===== config.mk =====
export PLATFORM = sky130hd
export DESIGN_NAME = irq_accept_ctrl
export DESIGN_NICKNAME = d
export VERILOG_FILES = /design/src/rtl/irq_pkg.sv /design/src/rtl/irq_edge_det.sv /design/src/rtl/irq_flag_bank.sv /design/src/rtl/irq_seq.sv /design/src/rtl/irq_accept_ctrl.sv
export SDC_FILE = /design/constraint.sdc
export NUM_CORES = 1
export LEC_CHECK = 0
export ABC_AREA = 1
export BUFFER_PORTS_ARGS = -buffer_cell sky130_fd_sc_hd__buf_4
export CORE_MARGIN = 3
export CORE_UTILIZATION = 55
export CTS_BUF_LIST = sky130_fd_sc_hd__clkbuf_8
export CTS_CLUSTER_SIZE = 20
export DETAILED_ROUTE_END_ITERATION = 7
export PLACE_DENSITY = 0.93
export SLEW_MARGIN = 0
export SYNTH_ARGS = -nofsm -noshare
export SYNTH_HDL_FRONTEND = slang
export SYNTH_HIERARCHICAL = 1
export SYNTH_SLANG_ARGS = --single-unit

===== constraint.sdc =====
create_clock -name clk -period 2.1 [get_ports clk]
set_input_delay 0.42 -clock clk [delete_from_list [all_inputs] [get_ports clk]]
set_output_delay 0.42 -clock clk [all_outputs]
set_load 0.01 [all_outputs]

===== src/rtl/irq_pkg.sv =====
// Package: shared constants, register addresses, source ordering helpers and
// the state encoding of the acceptance sequencer.
package irq_pkg;
    localparam int SRC_CNT  = 11;   // sources, index = priority (0 wins)
    localparam int EXT_CNT  = 3;    // external edge pins
    localparam int PER_CNT  = 8;    // peripheral pulse inputs
    localparam int HI_CNT   = 7;    // sources held in the high registers

    localparam logic [7:0] A_ENL = 8'hDA;
    localparam logic [7:0] A_ENH = 8'hDB;
    localparam logic [7:0] A_RQL = 8'hDC;
    localparam logic [7:0] A_RQH = 8'hDD;

    typedef enum logic [1:0] {
        EM_OFF  = 2'b00,
        EM_FALL = 2'b01,
        EM_RISE = 2'b10,
        EM_BOTH = 2'b11
    } edge_mode_e;

    typedef enum logic [3:0] {
        SQ_IDLE, SQ_MASK, SQ_CLR, SQ_PCH, SQ_PCL, SQ_PSW,
        SQ_WAIT0, SQ_WAIT1, SQ_VEC
    } seq_e;

    // True when source i lives in the high register pair.
    function automatic logic src_hi(input int i);
        return i < HI_CNT;
    endfunction

    // Bit position of source i inside its register.
    function automatic int src_pos(input int i);
        return (i < HI_CNT) ? (6 - i) : (6 + HI_CNT - i);
    endfunction
endpackage


===== src/rtl/irq_edge_det.sv =====
// Edge detector: one instance per external pin (generate), each flags a
// 1-to-0, 0-to-1 or any change according to its 2-bit mode.
// Assumes pins are already synchronous to clk.
module irq_edge_det
    import irq_pkg::*;
#(
    parameter int NPIN = EXT_CNT
) (
    input  logic              clk,
    input  logic              rst_n,
    input  logic [NPIN-1:0]   pin,
    input  logic [2*NPIN-1:0] mode,
    output logic [NPIN-1:0]   edge_o
);
    logic [NPIN-1:0] prev_q;

    // Remember last pin level; reset loads the live level so no false edge.
    always_ff @(posedge clk) begin
        if (!rst_n) prev_q <= pin;
        else        prev_q <= pin;
    end

    for (genvar g = 0; g < NPIN; g++) begin : g_pin
        edge_mode_e m;
        assign m = edge_mode_e'(mode[2*g +: 2]);

        // Select the edge polarity this pin reacts to.
        always_comb begin
            unique case (m)
                EM_FALL: edge_o[g] = prev_q[g] & ~pin[g];
                EM_RISE: edge_o[g] = ~prev_q[g] & pin[g];
                EM_BOTH: edge_o[g] = prev_q[g] ^ pin[g];
                default: edge_o[g] = 1'b0;
            endcase
        end

        p_fall_r1: assert property (@(posedge clk) disable iff (!rst_n)
            (m == EM_FALL && $fell(pin[g])) |-> edge_o[g]);
        p_quiet_r1: assert property (@(posedge clk) disable iff (!rst_n)
            ($stable(pin[g]) || m == EM_OFF) |-> !edge_o[g]);
    end
endmodule


===== src/rtl/irq_flag_bank.sv =====
// Flag bank: request flags and enable bits, their register-bus view, and the
// fixed-priority pick of the pending enabled source.
// Assumes set_vec is ordered by priority; a set beats a clear in one cycle.
module irq_flag_bank
    import irq_pkg::*;
#(
    parameter int NSRC = SRC_CNT,
    parameter int IW   = $clog2(NSRC)
) (
    input  logic            clk,
    input  logic            rst_n,
    input  logic [NSRC-1:0] set_vec,
    input  logic            clr_en,
    input  logic [IW-1:0]   clr_idx,
    input  logic [7:0]      bus_addr,
    input  logic            bus_wr,
    input  logic [7:0]      bus_wdata,
    output logic [7:0]      bus_rdata,
    output logic            pend_any,
    output logic [IW-1:0]   pend_idx
);
    logic [NSRC-1:0] flags_q, flags_nx, en_q, en_nx, pend, lowmask, clr_mask;

    // Next flag/enable values: bus write, then hardware clear, then set.
    always_comb begin
        flags_nx = flags_q;
        en_nx    = en_q;
        for (int i = 0; i < NSRC; i++) begin
            if (bus_wr && bus_addr == (src_hi(i) ? A_RQH : A_RQL))
                flags_nx[i] = bus_wdata[src_pos(i)];
            if (bus_wr && bus_addr == (src_hi(i) ? A_ENH : A_ENL))
                en_nx[i] = bus_wdata[src_pos(i)];
            if (clr_en && clr_idx == IW'(i))
                flags_nx[i] = 1'b0;
            if (set_vec[i])
                flags_nx[i] = 1'b1;
        end
    end

    // Register the flags and enables.
    always_ff @(posedge clk) begin
        if (!rst_n) begin
            flags_q <= '0;
            en_q    <= '0;
        end else begin
            flags_q <= flags_nx;
            en_q    <= en_nx;
        end
    end

    // Read mux; unused bit positions stay 0.
    always_comb begin
        bus_rdata = '0;
        for (int i = 0; i < NSRC; i++) begin
            if (bus_addr == (src_hi(i) ? A_RQH : A_RQL))
                bus_rdata[src_pos(i)] = flags_q[i];
            if (bus_addr == (src_hi(i) ? A_ENH : A_ENL))
                bus_rdata[src_pos(i)] = en_q[i];
        end
    end

    // Fixed priority: lowest index among enabled pending sources.
    always_comb begin
        pend     = flags_q & en_q;
        pend_any = |pend;
        pend_idx = '0;
        for (int i = NSRC - 1; i >= 0; i--)
            if (pend[i]) pend_idx = IW'(i);
    end

    assign lowmask  = (NSRC'(1) << pend_idx) - NSRC'(1);
    assign clr_mask = NSRC'(1) << clr_idx;

    p_prio_r6: assert property (@(posedge clk) disable iff (!rst_n)
        pend_any |-> (pend[pend_idx] && (pend & lowmask) == '0));
    p_set_wins_r9: assert property (@(posedge clk) disable iff (!rst_n)
        (|set_vec) |=> ((flags_q & $past(set_vec)) == $past(set_vec)));
    p_clear_r7: assert property (@(posedge clk) disable iff (!rst_n)
        (clr_en && !bus_wr && (set_vec & clr_mask) == '0)
        |=> ((flags_q & $past(clr_mask)) == '0));
    p_hold_r4: assert property (@(posedge clk) disable iff (!rst_n)
        (!bus_wr && !clr_en && set_vec == '0) |=> (flags_q == $past(flags_q)));
endmodule


===== src/rtl/irq_seq.sv =====
// Acceptance sequencer: on an instruction boundary with an enabled pending
// request and the global mask set, captures winner/PC/SP/status and runs the
// eight-cycle mask, clear, push x3, wait x2, vector-load sequence.
// Assumes the core applies mie_clr and vec_load and adjusts SP itself.
module irq_seq
    import irq_pkg::*;
#(
    parameter int          IW       = 4,
    parameter logic [15:0] VEC_BASE = 16'hFFE0,
    parameter int          MIE_BIT  = 2
) (
    input  logic          clk,
    input  logic          rst_n,
    input  logic          insn_done,
    input  logic [7:0]    psw_in,
    input  logic [15:0]   pc_in,
    input  logic [7:0]    sp_in,
    input  logic          pend_any,
    input  logic [IW-1:0] pend_idx,
    output logic          busy,
    output logic          mie_clr,
    output logic          clr_en,
    output logic [IW-1:0] clr_idx,
    output logic          stk_we,
    output logic [7:0]    stk_addr,
    output logic [7:0]    stk_data,
    output logic          vec_load,
    output logic [15:0]   vec_addr
);
    seq_e          state_q;
    logic          start;
    logic [IW-1:0] win_q;
    logic [15:0]   pc_q;
    logic [7:0]    psw_q, sp_q;

    assign start = (state_q == SQ_IDLE) && insn_done && psw_in[MIE_BIT] && pend_any;

    // Step the sequence; VEC returns to idle.
    always_ff @(posedge clk) begin
        if (!rst_n)                 state_q <= SQ_IDLE;
        else if (state_q == SQ_IDLE) state_q <= start ? SQ_MASK : SQ_IDLE;
        else if (state_q == SQ_VEC)  state_q <= SQ_IDLE;
        else                        state_q <= seq_e'(state_q + 4'd1);
    end

    // Capture the winner and the context at the start cycle.
    always_ff @(posedge clk) begin
        if (!rst_n) begin
            win_q <= '0; pc_q <= '0; psw_q <= '0; sp_q <= '0;
        end else if (start) begin
            win_q <= pend_idx; pc_q <= pc_in; psw_q <= psw_in; sp_q <= sp_in;
        end
    end

    // Per-step strobes and stack port.
    always_comb begin
        busy     = (state_q != SQ_IDLE);
        mie_clr  = (state_q == SQ_MASK);
        clr_en   = (state_q == SQ_CLR);
        clr_idx  = win_q;
        vec_load = (state_q == SQ_VEC);
        vec_addr = VEC_BASE - {{(15 - IW){1'b0}}, win_q, 1'b0};
        stk_we   = 1'b0;
        stk_addr = sp_q;
        stk_data = '0;
        case (state_q)
            SQ_PCH: begin stk_we = 1'b1; stk_addr = sp_q;        stk_data = pc_q[15:8]; end
            SQ_PCL: begin stk_we = 1'b1; stk_addr = sp_q - 8'd1; stk_data = pc_q[7:0];  end
            SQ_PSW: begin stk_we = 1'b1; stk_addr = sp_q - 8'd2; stk_data = psw_q;      end
            default: ;
        endcase
    end

    p_gate_r5: assert property (@(posedge clk) disable iff (!rst_n)
        $rose(busy) |-> $past(insn_done && psw_in[MIE_BIT] && pend_any));
    p_mask_first_r7: assert property (@(posedge clk) disable iff (!rst_n)
        $rose(busy) |-> mie_clr);
    p_steps_r7: assert property (@(posedge clk) disable iff (!rst_n)
        $onehot0({mie_clr, clr_en, stk_we, vec_load}));
    p_push_after_clr_r7: assert property (@(posedge clk) disable iff (!rst_n)
        $rose(stk_we) |-> $past(clr_en));
    p_stk_down_r7: assert property (@(posedge clk) disable iff (!rst_n)
        (stk_we && $past(stk_we)) |-> (stk_addr == $past(stk_addr) - 8'd1));
    p_vec_end_r7: assert property (@(posedge clk) disable iff (!rst_n)
        vec_load |=> !busy);
    p_busy_hold_r10: assert property (@(posedge clk) disable iff (!rst_n)
        (busy && !vec_load) |=> (busy && !$rose(mie_clr) || vec_load));
endmodule


===== src/rtl/irq_accept_ctrl.sv =====
// Top: maps peripheral pulses and pin edges onto the priority-ordered source
// vector, and connects the flag bank and the acceptance sequencer.
// Assumes all inputs are synchronous to clk.
module irq_accept_ctrl
    import irq_pkg::*;
#(
    parameter logic [15:0] VEC_BASE = 16'hFFE0,
    parameter int          MIE_BIT  = 2
) (
    input  logic                 clk,
    input  logic                 rst_n,
    input  logic [EXT_CNT-1:0]   ext_pin,
    input  logic [2*EXT_CNT-1:0] ext_mode,
    input  logic [PER_CNT-1:0]   periph_evt,
    input  logic [7:0]           bus_addr,
    input  logic                 bus_wr,
    input  logic [7:0]           bus_wdata,
    output logic [7:0]           bus_rdata,
    input  logic                 insn_done,
    input  logic [7:0]           psw_in,
    input  logic [15:0]          pc_in,
    input  logic [7:0]           sp_in,
    output logic                 busy,
    output logic                 mie_clr,
    output logic                 stk_we,
    output logic [7:0]           stk_addr,
    output logic [7:0]           stk_data,
    output logic                 vec_load,
    output logic [15:0]          vec_addr
);
    localparam int IW = $clog2(SRC_CNT);

    logic [EXT_CNT-1:0] ext_edge;
    logic [SRC_CNT-1:0] set_vec;
    logic               clr_en, pend_any;
    logic [IW-1:0]      clr_idx, pend_idx;

    irq_edge_det #(.NPIN(EXT_CNT)) u_edge (
        .clk(clk), .rst_n(rst_n), .pin(ext_pin), .mode(ext_mode), .edge_o(ext_edge)
    );

    // Place every event at its priority index.
    always_comb begin
        set_vec     = '0;
        set_vec[0]  = periph_evt[0];  // key-scan
        set_vec[1]  = periph_evt[1];  // basic timer
        set_vec[2]  = ext_edge[0];
        set_vec[3]  = ext_edge[1];
        set_vec[4]  = periph_evt[2];  // timer 0
        set_vec[5]  = periph_evt[3];  // timer 1
        set_vec[6]  = ext_edge[2];
        set_vec[7]  = periph_evt[4];  // remote
        set_vec[8]  = periph_evt[5];  // ADC
        set_vec[9]  = periph_evt[6];  // serial
        set_vec[10] = periph_evt[7];  // watch timer
    end

    irq_flag_bank #(.NSRC(SRC_CNT), .IW(IW)) u_bank (
        .clk(clk), .rst_n(rst_n), .set_vec(set_vec),
        .clr_en(clr_en), .clr_idx(clr_idx),
        .bus_addr(bus_addr), .bus_wr(bus_wr), .bus_wdata(bus_wdata),
        .bus_rdata(bus_rdata), .pend_any(pend_any), .pend_idx(pend_idx)
    );

    irq_seq #(.IW(IW), .VEC_BASE(VEC_BASE), .MIE_BIT(MIE_BIT)) u_seq (
        .clk(clk), .rst_n(rst_n), .insn_done(insn_done), .psw_in(psw_in),
        .pc_in(pc_in), .sp_in(sp_in), .pend_any(pend_any), .pend_idx(pend_idx),
        .busy(busy), .mie_clr(mie_clr), .clr_en(clr_en), .clr_idx(clr_idx),
        .stk_we(stk_we), .stk_addr(stk_addr), .stk_data(stk_data),
        .vec_load(vec_load), .vec_addr(vec_addr)
    );
endmodule


==> results of run 1 <==
## per-stage QoR
step / TNS (ns) / total power [mW] / setup slack [ns] / std cells / hold slack, ns
CTS: -0.00721 / 2.62 / -0.00452 / 822 / 0.191
global placement: 0 / 1.56 / 0.173 / 805 / 0.448
finish: -0.0335 / 2.61 / -0.0335 / 823 / 0.206
detailed placement: 0 / 1.57 / 0.131 / 805 / 0.462
floorplan: 0 / 1.44 / 0.206 / 630 / 0.433
global route: -0.303 / 2.71 / -0.110 / 823 / 0.197
## layer usage
metal / vias up / GRT usage
li1: 2169 / -
met1: 1986 / 0.336
met2: 191 / 0.436
met3: 33 / 0.0353
met4: 0 / 0.0891
met5: - / 0
## critical path: stages, from the launching register on
cell,delay (ns)
dfxtp_4,0.42
inv_4,0.06
ha_4,0.18
inv_4,0.05
nand4_1,0.16
nand2_1,0.13
nand2_1,0.07
nand2_1,0.08
nand2_1,0.07
buf_4,0.15
## where the power goes
part           internal [mW]  total [mW]  switching (mW)
Combinational          0.133       0.277           0.144
Sequential              1.25        1.27          0.0173
Clock                  0.572        1.06           0.490
Total                   1.95        2.61           0.651
## how the worst min path moves through the flow
stage                   startpoint          endpoint  slack (ns)  cells after the start
floorplan           u_seq/psw_q[2]    u_seq/psw_q[2]        0.43                      2
detailed placement  u_seq/psw_q[2]    u_seq/psw_q[2]        0.46                      2
finish                  ext_pin[2]  u_edge/prev_q[2]        0.21                      1
global route            ext_pin[2]  u_edge/prev_q[2]        0.20                      1
CTS                     ext_pin[1]  u_edge/prev_q[1]        0.19                      1
global placement    u_seq/psw_q[2]    u_seq/psw_q[2]        0.45                      2
## cell usage in the layout (no fill, tap or decap), types with 3 or more instances in the layout
cell and instances:
nor3_1 3, nand3_4 4, o211ai_1 4, nand3_1 63, nor2_1 92, conb_1 12, buf_4 109, ha_4 5
nor2_2 4, nand2_1 134, dfxtp_4 3, o21ai_0 17, clkbuf_8 10, o22ai_1 3, o21ai_2 3, dfxtp_1 60
nand4_1 13, nor3_2 3, buf_6 3, o21bai_1 3, inv_4 7, inv_1 73, a21oi_1 27, ha_1 9
nor2_4 3, o21ai_1 29, inv_2 5, nand2_4 4
## area by class of cell
class,count,area share
Clock buffer,10,0.0266
Sequential cell,65,0.254
Multi-Input combinational cell,449,0.452
Tap cell,96,0.0232
Inverter,84,0.0643
Timing Repair Buffer,113,0.168
Clock inverter,6,0.0114
## registers in the layout, indices dropped and copies added, names as in the netlist
signal,flops
u_seq/psw_q,8
u_bank/en_q,11
u_seq/sp_q,8
u_edge/prev_q,3
u_seq/clr_idx,4
u_seq/state_q,4
u_bank/flags_q,11
u_seq/pc_q,16
## cell families after synthesis
logic type      after synthesis  share of synthesized area
xor+xnor                      3                    0.00645
buf+inv                     116                      0.143
fa+ha+maj                    14                     0.0430
flops                        65                      0.319
compound gates               89                      0.119
simple gates                331                      0.366
other cells                   3                    0.00276
## repair_timing
action,CTS,global route
gates cloned,0,0
gates resized for setup,16,33
buffers inserted,1,1
endpoints found under the setup margin,17,19
pin swaps,0,6
hold buffers,0,0
==> run summary, run 1 <==
Startpoint types: register
Final worst slack: -0.0335 ns
Fin crit share: 1.02
Ant. Diodes: 0
Grt total ovfl: 0
Post-synth top area cell: dfxtp_1
Final Hold Fails: 0
Die Wd: 92.1 um
Largest net degree at the start of global routing: 36
Initial antenna violation count: 0
Final Skew: 0.0106 ns
CTS Sinks: 65
Worst-Margin Slew: 0.563 ns
Max Fanout on Critical Path: 5
Die area: 8480 um2
Area of the multi-input gates: 2340 um2
DRT Pass-1 Iters: 5
R2r startpoint: u_seq/state_q[0]
Remaining DRCs: 0
Final Instance Area: 5180 um2
Crit path capture: stk_addr[6]
Maximum vdd ir drop: 0.354 mV
Vias in the first global route: 3,982
Max clock buf depth: 2
Final Slew Violations: 0
First-pass GRT wire length: 17,900 um
Flops & latches, synth: 65
Min Tclk post-route: 2.13 ns
Post-synth ARST share: 0
Outcome: finished, violations left
Max Used Layer: met4
WL final: 11,500 um
Top cell type's share of synthesized area: 0.319
Failing checks: negative setup slack
Arrival @ worst endpoint: 1.71 ns
DR vias/cell: 5.32
Reg2Reg Depth: 11
Post-Syn Area: 4080 um2
Fillers: 532
Critical path class: reg2out
Clk pin slew, worst setup/hold paths: 0.08 ns
Met3 wire length: 839 um
Vias: 4,379
Gr usage total: 0.258
Reg-to-reg slack, setup: 0.19 ns
M1 wire length: 4770 um
WL/cell: 14.0 um
Synthesized area per cell: 6.56 um2
Post-layout util: 0.742
Area grow syn2layout: 27.1%
RSZ-0062 raised after global routing: yes
Synth Instances: 621
CTS H-tree lvls: 3
FF-to-FF End: u_bank/flags_q[0]
Pwr Density: 503 nW/um2
I/O Buffers: 99
Setup violations, final: 1
Hpwl dp: 8190 um
CTS tree: yes
Worst Hold Class: in2reg
Crit. Startpoint: u_seq/state_q[0]
Yosys cell types: 38
Synth cell count leaders: 136 x nand2_1, 97 x nor2_1, 80 x inv_1, 65 x dfxtp_1, 65 x nand3_1
Met2 Routed Length: 5660 um
Ranking of synthesized cells by area: dfxtp_1 32%, nand2_1 13%, nor2_1 8.9%, nand3_1 8.0%, inv_1 7.4%
Core area: 6980 um2
Ys flop type: dfxtp_1
Critical Path End Type: output port
Num CTS Buffers: 9
Initial core utilization: 0.584
Num rows: 30
Initial drt markers: 366
Num ports: 113
Yosys warns: 6
Final ANT Viol Nets: 0
Storage cell area: 1320 um2
CP required: 1.68 ns
Leakage dissipation: 2.46 nW
Post-synth EDFFs: 0
RePlAce Congestion: 0.920
Fraction of layout cells with a size suffix above 1: 0.246
F_max: 0.469 GHz
Post-synthesis sequential area ratio: 0.319
Max-Cap Viols: 0
Most common cell in the netlist: nand2_1
Clock Latency Late Sink: 0.34 ns
Placed inst area: 4810 um2
Nets: 805
Rel. slew slack: 0.624
Clock Root Buffer: clkbuf_8
DIE HEIGHT: 92.1 um
No activity file was read; power rests on OpenSTA's default activity.
==> inputs of run 2 (changes only) <==
- ABC_AREA: 1 -> unset
- CORE_UTILIZATION: 55 -> 54
- PLACE_DENSITY: 0.93 -> 0.92
==> run summary, run 2 <==
Post-synthesis mux area share: 0.0303 (+0.0303)
Final worst slack: -0.298 ns (-0.265 ns)
Post-synthesis sequential area ratio: 0.328 (+0.00845)
Ranking of synthesized cells by area: dfxtp_1 33%, nand2_1 12%, a21boi_0 6.8%, ha_1 4.4%, mux2i_1 3.0%
Clock Root Buffer: clkbuf_8
Reg2Reg Depth: 9 (-2)
Hold depth: 1 (unchanged)
Num CTS Buffers: 9 (unchanged)
CTS Sinks: 65 (unchanged)
Failing checks: negative setup slack
DR vias/cell: 5.84 (+9.8%)
Nets: 697 (-13%)
Largest Register: u_seq/pc_q
Final Slew Violations: 0 (unchanged)
Reg-to-reg slack, setup: 0.06 ns (-0.13 ns)
Clock Latency Late Sink: 0.35 ns (about the same)
R2r startpoint: u_bank/flags_q[3]
Gr usage total: 0.251 (-0.00638)
Vias in the first global route: 3,777 (-5.1%)
RSZ-0062 raised after global routing: yes
CP Cell Sequence: inv_2, ha_1, nand3b_1, or3_4, or4_4, o21ai_2, buf_4
Post-Synth Adder-Cell Area: 0.0441 (+0.00114)
CP required: 1.68 ns (about the same)
I/O Buffers: 99 (unchanged)
CTS tree: yes
WL/cell: 16.2 um (+15%)
Met1 Usage GRT: 0.314 (-0.0221)
Setup violations, final: 13 (+12)
CTS H-tree lvls: 3 (unchanged)
Post-synth top area cell: dfxtp_1
Worst Hold Class: in2reg
Top cell type's share of synthesized area: 0.328 (+0.00845)
Flops & latches, synth: 65 (unchanged)
Most common library cell in the layout ignoring fill and taps: nand2_1
Fin crit share: 1.14 (+0.126)
Num rows: 30 (unchanged)
Hold slack: 0.199 ns (-0.00650 ns)
Startpoint types: register
Place WS: -0.00160 ns (-0.133 ns)
FF-to-FF End: u_seq/clr_idx[0]
Die area: 8420 um2 (-0.72%)
Max reg flops: 16 (unchanged)
Outcome: finished, violations left
Max Fanout on Critical Path: 2 (-3)
Post-layout util: 0.777 (+0.0354)
GRT busiest layer: met2
Final Skew: 0.0174 ns (+0.00677 ns)
Synth cell count leaders: 131 x nand2_1, 65 x dfxtp_1, 36 x a21boi_0, 17 x inv_1, 17 x nor2_1
Maximum vdd ir drop: 0.381 mV (+7.7%)
F_max: 0.417 GHz (-11%)
Synthesized area per cell: 7.88 um2 (+20%)
Most frequent cells in the layout: 130 x nand2_1, 113 x buf_4, 59 x dfxtp_1
Met3 Use GR: 0.0427 (+0.00738)
Ant. Diodes: 0 (unchanged)
Worst stage delay on the critical path: 0.42 ns (about the same)
Leakage dissipation: 2.28 nW (-7.5%)
Largest net degree at the start of global routing: 48 (+33%)
Die Wd: 91.7 um (-0.36%)
Hold path start: ext_pin[2]
Grt total ovfl: 0 (unchanged)
Max clock buf depth: 2 (unchanged)
RePlAce Congestion: 0.897 (-2.5%)
Vias: 4,177 (-4.6%)
DRT Pass-1 Iters: 5 (unchanged)
Pwr Density: 535 nW/um2 (+6.4%)
WL final: 11,600 um (+0.26%)
Most common cell in the netlist: nand2_1
Synth Area in Compound Gates: 0.223 (+0.104)
Final ANT Viol Nets: 0 (unchanged)
Hpwl dp: 7600 um (-7.3%)
Arrival @ worst endpoint: 1.98 ns (+0.27 ns)
Final Instance Area: 5400 um2 (+4.2%)
Critical Path End Type: output port
Yosys cell types: 62 (+63%)
Max-Cap Viols: 0 (unchanged)
Synth Area in Simple Gates: 0.290 (-0.0760)
Initial core utilization: 0.572 (-0.0120)
First-pass GRT wire length: 17,300 um (-3.1%)
Hold EP: u_edge/prev_q[2]
Grt met2 use: 0.419 (-0.0162)
Min Tclk post-route: 2.40 ns (+0.265 ns)
Initial drt markers: 352 (-3.8%)
Remaining DRCs: 0 (unchanged)
Area grow syn2layout: 36.0%
Yosys warns: 6 (unchanged)
DIE HEIGHT: 91.7 um (-0.36%)
Post-synth EDFFs: 0 (unchanged)
Critical path class: reg2out
Fraction of layout cells with a size suffix above 1: 0.331 (+0.0850)
Initial antenna violation count: 0 (unchanged)
Biggest regs: u_seq/pc_q: 16 flops, u_bank/en_q: 11 flops, u_bank/flags_q: 11 flops
Synth Instances: 504 (-19%)
Ys flop type: dfxtp_1
Post-Syn Area: 3970 um2 (-2.6%)
Core area: 6940 um2 (-0.54%)
Final Hold Fails: 0 (unchanged)
Slowest-stage cell, CP: or4_4
Post-synth ARST share: 0 (unchanged)
Clk pin slew, worst setup/hold paths: 0.08 ns (about the same)
Placed inst area: 4820 um2 (+0.16%)
Synth Area in XOR/XNOR: 0.00441 (-0.00204)
Num ports: 113 (unchanged)
Largest family of logic cells by synthesized area: simple AND/OR/NAND/NOR gates
## run 2: cell types whose count changed after synthesis, moves of 8 or more
| cell | delta |
|---|---|
| a21boi_0 | +36 |
| a21oi_1 | -18 |
| a22oi_1 | +16 |
| inv_1 | -63 |
| mux2i_1 | +12 |
| nand2b_1 | +12 |
| nand3_1 | -53 |
| nand4_1 | -8 |
| nor2_1 | -80 |
| nor2b_1 | +15 |
| o21ai_1 | -23 |
## run 2: power breakdown
group | internal [mW] | switching [mW] | total, mW
registers | 1.25 | 0.0311 | 1.29
logic | 0.143 | 0.119 | 0.262
clock network | 0.801 | 0.540 | 1.34
## run 2: area by class of cell
type                            count  area, um2
Clock buffer                        9        124
Timing Repair Buffer              129       1050
Tap cell                           96        120
Multi-Input combinational cell    392       2590
Inverter                           17       68.8
Sequential cell                    65       1310
Clock inverter                      7        125
Fill cell                         474       1550
## run 2: how the worst max path moves through the flow
stage / endpoint / from / slack, ns / cells past startpoint
final: stk_addr[7] / u_seq/sp_q[1] / -0.30 / 7
after floorplan: stk_addr[7] / u_seq/sp_q[1] / 0.01 / 6
after global routing: stk_addr[7] / u_seq/sp_q[2] / -0.37 / 7
after CTS: stk_addr[7] / u_seq/sp_q[1] / -0.30 / 7
after detailed placement: stk_addr[7] / u_seq/sp_q[2] / -0.002 / 7
after global placement: stk_addr[7] / u_seq/sp_q[1] / 0.05 / 7
## run 2: critical path: cells and delay by family (launching register included)
kind	cells	cell delay [ns]
adders and majority gates	1	0.14
AOI/OAI and AO/OA	1	0.12
and+or+nand+nor	3	0.87
buffers and inverters	2	0.18
DFF	1	0.33
## run 2: per-layer routing
| metal | routed length (um) | share of wire |
|---|---|---|
| met1 | 4560 | 0.39 |
| met2 | 5780 | 0.50 |
| met3 | 819 | 0.071 |
| met4 | 404 | 0.035 |
| met5 | 0 | 0 |
## run 2: per-stage QoR
step	power (mW)	setup TNS, ns	cells
6_report	2.89	-1.48	715
5_1_grt	2.97	-2.25	715
3_3_place_gp	1.56	0	690
2_1_floorplan	1.44	0	513
4_1_cts	2.89	-0.708	712
3_5_place_dp	1.57	-0.00160	690
## run 2: cell families (layout without fill, tap and decap cells)
group	count (synthesis)	count (layout)
and+or+nand+nor	233	234
DFF	65	65
other	3	12
AOI/OAI and AO/OA	118	118
buffers and inverters	57	162
adders and majority gates	14	14
muxes	12	12
xor gates and xnor gates	2	2
## run 2: what timing repair did
action                                  in CTS  in global routing
cloned                                       0                  1
hold buffers                                 0                  0
setup buffers                                6                  2
pin swaps                                   13                 11
endpoints found under the setup margin      19                 44
gates resized for setup                     50                 20
